## src/rtl/port_pkg.sv

```systemverilog
package port_pkg;
  localparam int PORT_W    = 4;
  localparam int SPI_LO    = 1;
  localparam int SPI_HI    = 3;
  localparam int SEL_PIN   = 0;
  localparam logic [7:0] DATA_OFS = 8'h2C;
  localparam logic [7:0] DIR_OFS  = 8'h2E;

  // direction bits {clock, master-out, master-in} required by the SPI mode
  function automatic logic [SPI_HI:SPI_LO] spi_dir(input logic master);
    return master ? 3'b110 : 3'b001;
  endfunction
endpackage

```

## src/rtl/port_regs.sv

```systemverilog
module port_regs
  import port_pkg::*;
#(
  parameter int W = PORT_W
) (
  input  logic                 clk,
  input  logic                 rst,
  input  logic                 data_we,
  input  logic                 dir_we,
  input  logic [W-1:0]         wdata,
  input  logic                 spi_en,
  input  logic [SPI_HI:SPI_LO] forced_dir,
  output logic [W-1:0]         data_q,
  output logic [W-1:0]         dir_q
);
  // data register has no reset by design
  always_ff @(posedge clk) begin
    if (data_we) data_q <= wdata;
  end

  always_ff @(posedge clk) begin
    if (rst) begin
      dir_q <= '0;
    end else begin
      if (dir_we) dir_q <= wdata;
      if (spi_en) dir_q[SPI_HI:SPI_LO] <= forced_dir;
    end
  end
endmodule

```

## src/rtl/port_pinmux.sv

```systemverilog
module port_pinmux
  import port_pkg::*;
#(
  parameter int W = PORT_W
) (
  input  logic [W-1:0]         dir_q,
  input  logic [W-1:0]         data_q,
  input  logic                 spi_en,
  input  logic                 spi_master,
  input  logic [SPI_HI:SPI_LO] spi_drive,
  input  logic                 sel_pin_in,
  output logic [SPI_HI:SPI_LO] forced_dir,
  output logic [W-1:0]         dir_eff,
  output logic [W-1:0]         drv_val,
  output logic                 ss_n
);
  assign forced_dir = spi_dir(spi_master);

  for (genvar i = 0; i < W; i++) begin : g_pin
    if (i >= SPI_LO && i <= SPI_HI) begin : g_shared
      assign dir_eff[i] = spi_en ? forced_dir[i] : dir_q[i];
      assign drv_val[i] = spi_en ? spi_drive[i] : data_q[i];
    end else begin : g_plain
      assign dir_eff[i] = dir_q[i];
      assign drv_val[i] = data_q[i];
    end
  end

  assign ss_n = (spi_en && !dir_q[SEL_PIN]) ? sel_pin_in : 1'b1;
endmodule

```

## src/rtl/port_spi_shared.sv

```systemverilog
module port_spi_shared
  import port_pkg::*;
#(
  parameter int          ADDR_W    = 8,
  parameter logic [ADDR_W-1:0] DATA_ADDR = ADDR_W'(DATA_OFS),
  parameter logic [ADDR_W-1:0] DIR_ADDR  = ADDR_W'(DIR_OFS)
) (
  input  logic                 clk,
  input  logic                 rst,
  input  logic                 bus_we,
  input  logic [ADDR_W-1:0]    bus_addr,
  input  logic [PORT_W-1:0]    bus_wdata,
  output logic [PORT_W-1:0]    bus_rdata,
  input  logic                 spi_en,
  input  logic                 spi_master,
  input  logic [SPI_HI:SPI_LO] spi_drive,
  input  logic [PORT_W-1:0]    pin_in,
  output logic                 spi_ss_n,
  output logic [PORT_W-1:0]    pin_oe,
  output logic [PORT_W-1:0]    pin_out
);
  localparam int W = PORT_W;

  logic                 hit_data, hit_dir;
  logic [W-1:0]         data_q, dir_q, dir_eff, drv_val;
  logic [SPI_HI:SPI_LO] forced_dir;

  assign hit_data = (bus_addr == DATA_ADDR);
  assign hit_dir  = (bus_addr == DIR_ADDR);

  port_regs #(.W(W)) u_regs (
    .clk        (clk),
    .rst        (rst),
    .data_we    (bus_we && hit_data && !rst),
    .dir_we     (bus_we && hit_dir),
    .wdata      (bus_wdata),
    .spi_en     (spi_en),
    .forced_dir (forced_dir),
    .data_q     (data_q),
    .dir_q      (dir_q)
  );

  port_pinmux #(.W(W)) u_mux (
    .dir_q      (dir_q),
    .data_q     (data_q),
    .spi_en     (spi_en),
    .spi_master (spi_master),
    .spi_drive  (spi_drive),
    .sel_pin_in (pin_in[SEL_PIN]),
    .forced_dir (forced_dir),
    .dir_eff    (dir_eff),
    .drv_val    (drv_val),
    .ss_n       (spi_ss_n)
  );

  always_comb begin
    if (hit_data)     bus_rdata = (dir_eff & data_q) | (~dir_eff & pin_in);
    else if (hit_dir) bus_rdata = dir_eff;
    else              bus_rdata = '0;
  end

  always_ff @(posedge clk) begin
    if (rst) begin
      pin_oe  <= '0;
      pin_out <= '0;
    end else begin
      pin_oe  <= dir_eff;
      pin_out <= dir_eff & drv_val;
    end
  end
endmodule

```

## config.mk

```make
export PLATFORM = sky130hd
export DESIGN_NAME = port_spi_shared
export DESIGN_NICKNAME = d
export VERILOG_FILES = /design/src/rtl/port_pkg.sv /design/src/rtl/port_regs.sv /design/src/rtl/port_pinmux.sv /design/src/rtl/port_spi_shared.sv
export SDC_FILE = /design/constraint.sdc
export NUM_CORES = 1
export LEC_CHECK = 0
export ABC_AREA = 1
export CAP_MARGIN = 30
export CORE_ASPECT_RATIO = 1.25
export CORE_MARGIN = 2
export CORE_UTILIZATION = 43
export DETAILED_ROUTE_END_ITERATION = 7
export PLACE_DENSITY = 0.83
export SYNTH_ARGS = -nofsm -noshare
export SYNTH_HDL_FRONTEND = slang
export SYNTH_SLANG_ARGS = --single-unit
```

## constraint.sdc

```tcl
create_clock -name clk -period 2.7 [get_ports clk]
set_input_delay 0.54 -clock clk [delete_from_list [all_inputs] [get_ports clk]]
set_output_delay 0.54 -clock clk [all_outputs]
set_load 0.005 [all_outputs]
```

==> summary by stage <==
Timing
The routed design could run at a clock period as short as 2.55 ns. The final number of setup-violating endpoints is 0. The actual transition at the worst max-transition pin is 0.383 ns. Setup repair after global routing left no endpoint under its margin. The clock arrives with 0.00377 ns of skew. The number of hold violations in the final report is 0. Derived from the worst setup path, the maximum achievable clock frequency is 392 MHz. The number of pins with negative max-slew slack in the final report is 0. The worst max-slew margin expressed relative to the limit is 74.4%.

The final period utilization is 94.6%.

Floorplan
The placement row count is 17. The horizontal die dimension is 42.5 microns. The floorplan die height is 52.2 microns. The initial cell density of the core is 45.2%.

The die covers 0.00222 sq mm. The floorplan step defined a core boundary enclosing 0.00177 sq mm. The number of top-level pins is 37.

Synthesis
The mux contribution to synthesized area is 0%. After synthesis, flip-flops and latches occupy 45.1% of the total area. After Yosys synthesis, and, or, nand and nor cells account for 29.5% of the synthesized area. Yosys mapped the design onto 19 distinct sky130hd cell types. The number of warnings reported in the yosys synthesis log is 0. Counting flops and latches in the post-synthesis netlist gives 16. A synthesized cell averages 7.46 sq um. After synthesis the cells add up to 798 sq um. The synthesized netlist devotes 13.6% of its cell area to compound gates. The combinational family with the most area after synthesis is simple AND/OR/NAND/NOR gates. The area share of xor/xnor cells in the synthesized design is 0%. After Yosys synthesis, full adders, half adders and majority gates account for 0% of the synthesized area. Synthesis handed over a netlist of 107 instances. When the netlist entered floorplanning its net count stood at 131.

Power
The final total power is 0.492 mW. The analysis attributes to cell leakage a power of 0.610 nW. IR analysis of the VDD net gives a maximum drop of 0.263 mV. In this run the power density over the cells is 391 mW/mm^2.

Status
The flow ran to the end, and the final reports show no timing, DRC or antenna violations.

Critical path
The kind of capture point of the worst setup path is an output port. The largest fanout on the critical path is 4. For the worst setup path, the data arrival time is 2.01 ns. The highest cell delay on the worst timing path is 0.51 ns. The number of cells traversed by the worst register-to-register path is 4.

The cell seen most often among critical-path stages is clkdlybuf4s50_1. The critical path in this run is classified as in -> out. Data on the critical path is required at its endpoint by 2.16 ns. For this design, the slowest cell found on the critical path is clkdlybuf4s50_1. The critical path goes through clkdlybuf4s50_1 -> nand2_1 -> nor2_2 -> nand2_2 -> o2bb2ai_1 -> clkdlybuf4s50_1. STA classifies the critical path startpoint as a primary input.

Job
The reported max-cap violation count is 0.

Drt
The average vias per placed instance is 4.92. After detailed routing, the number of remaining DRC violations is 0. The detailed router finished its first iteration with 19 violations. The final wirelength is 1950 microns. The first detailed-routing pass ran for 4 iterations. The routed layout has 817 vias. The number of nets still failing antenna checks after routing is 0.

The average detailed-routed wire length per instance is 11.8 microns.

Clocking
The total number of H-tree levels is 1. The number of hold buffers added after CTS was 0. No sink is reached through more buffers than the 2 on the longest clock path. The number of clock sinks seen by CTS is 16. TritonCTS built the clock tree. The clock buffer count from CTS is 3.

Clock latency on the worst-skew pair, taken at its later pin, is 0.29 ns. The clock transition at the register clock pins on the worst setup and hold paths after CTS is 0.09 ns. The clock root buffer is clkbuf_4.

Cells and area
0 antenna diodes ended up in the layout. The relative area change from synthesis to final layout is 57.5%. The post-route netlist has 14.3% of its cells at a drive strength greater than 1. The final layout contains 172 nets. The final cell count without fillers is 166.

Hold path
The path class of the tightest hold or removal check is reg -> reg. The number of cells traversed by the worst hold path is 2.

Global routing
Across every metal layer, demand over resource in global routing totals 19.0%. The initial antenna violation count is 0. Entering global routing, the biggest net connects 12 pins. The wire length of the first global-routing pass is 3090 microns. After global routing the overflow that remains totals 0. The number of global-route vias before repair was 746.

Placed design
In this run the tool buffered the top-level ports with 36 buffer cells. The final weighted congestion in routability-driven placement is 0.799. The detailed placer's ending HPWL is 1450 microns. The placed cell count is 161.
metal layers:
metal  routed length, microns  global-route usage, %  vias up
met2                      975                   34.1       33
met3                      125                   4.83       10
li1                         -                      -      417
met5                        0                      0        -
met4                       95                   13.5        0
met1                      757                   18.7      357
sequential cells by signal (all words and copies together), names as in the netlist:
name           flops
pin_oe             4
pin_out            4
u_regs.data_q      4
u_regs.dir_q       4
Yosys cell counts (all sizes together):
cell	count	area [sq um]
o21ai	8	62.6
o2bb2ai	1	8.76
nor2	21	83.8
nand3	5	30.0
nor3	3	15.0
edfxtp	4	120
dfxtp	12	240
buf	3	27.5
a21oi	5	25.0
nand2	27	106
inv	17	66.3
a211oi	1	12.5
cell type report:
class	instances	area [sq um]
tap	19	23.8
sequential	16	360
clock buffer	3	22.5
timing repair buffer	39	399
inverter	17	66.3
fill	139	508
multi-input combinational	71	382
clock inverter	1	3.75
metrics by stage:
step           setup TNS [ns]  hold slack [ns]  setup WS [ns]  utilization [%]  area [sq um]
5_1_grt                     0            0.524         0.0416             71.2          1260
2_1_floorplan               0            0.436           1.07                -           798
3_3_place_gp                0            0.444         0.0137             66.3          1170
3_5_place_dp          -0.0215            0.470        -0.0215             66.3          1170
4_1_cts                     0            0.483        0.00567             68.3          1210
6_report                    0            0.480          0.146             71.2          1260
path summary, 6_finish.rpt:
check,startpoint,endpoint,slack (ns)
max,bus_addr[1],bus_rdata[0],0.15
min,u_regs.dir_q[0],pin_out[0],0.48
max reg2reg,u_regs.dir_q[3],pin_out[3],1.83
min reg2reg,u_regs.dir_q[0],pin_out[0],0.48
power breakdown:
group          internal, mW  switching (mW)  leakage, nW
clock                0.0538          0.0797       0.0154
sequential            0.253         0.00271        0.134
combinational        0.0570          0.0451        0.460
kinds of logic (layout without fill, tap and decap cells):
logic type / after synthesis / in the layout
flip-flops: 16 / 16
buffers and inverters: 20 / 60
AO/OA/AOI/OAI: 15 / 15
AND/OR/NAND/NOR: 56 / 56
layout by cell type (no fill, tap or decap), types with 2 or more instances in the layout:
master | synthesis | layout
o21ai_4 | 1 | 3
nand2_2 | 2 | 4
buf_4 | 0 | 2
o21ai_1 | 0 | 2
edfxtp_1 | 4 | 4
clkdlybuf4s50_1 | 0 | 31
dfxtp_1 | 12 | 12
nand2_1 | 25 | 22
dlymetal6s2s_1 | 0 | 5
nor3_1 | 3 | 2
inv_1 | 16 | 16
nor2_1 | 19 | 19
clkbuf_4 | 0 | 3
o21ai_0 | 4 | 2
a21oi_1 | 5 | 5
nand3_1 | 4 | 4
what timing repair did:
item / 4_1_cts / 5_1_grt
gates resized for setup: 2 / 14
gates cloned: 0 / 0
buffers inserted: 0 / 1
setup endpoints to repair: 1 / 4
pin swaps: 0 / 1
critical path, delay by kind of cell:
| kind | cells | cell delay, ns |
|---|---|---|
| and+or+nand+nor | 3 | 0.33 |
| buffers and inverters | 2 | 1.01 |
| AOI/OAI and AO/OA | 1 | 0.13 |
No activity file was read; power rests on OpenSTA's default activity.
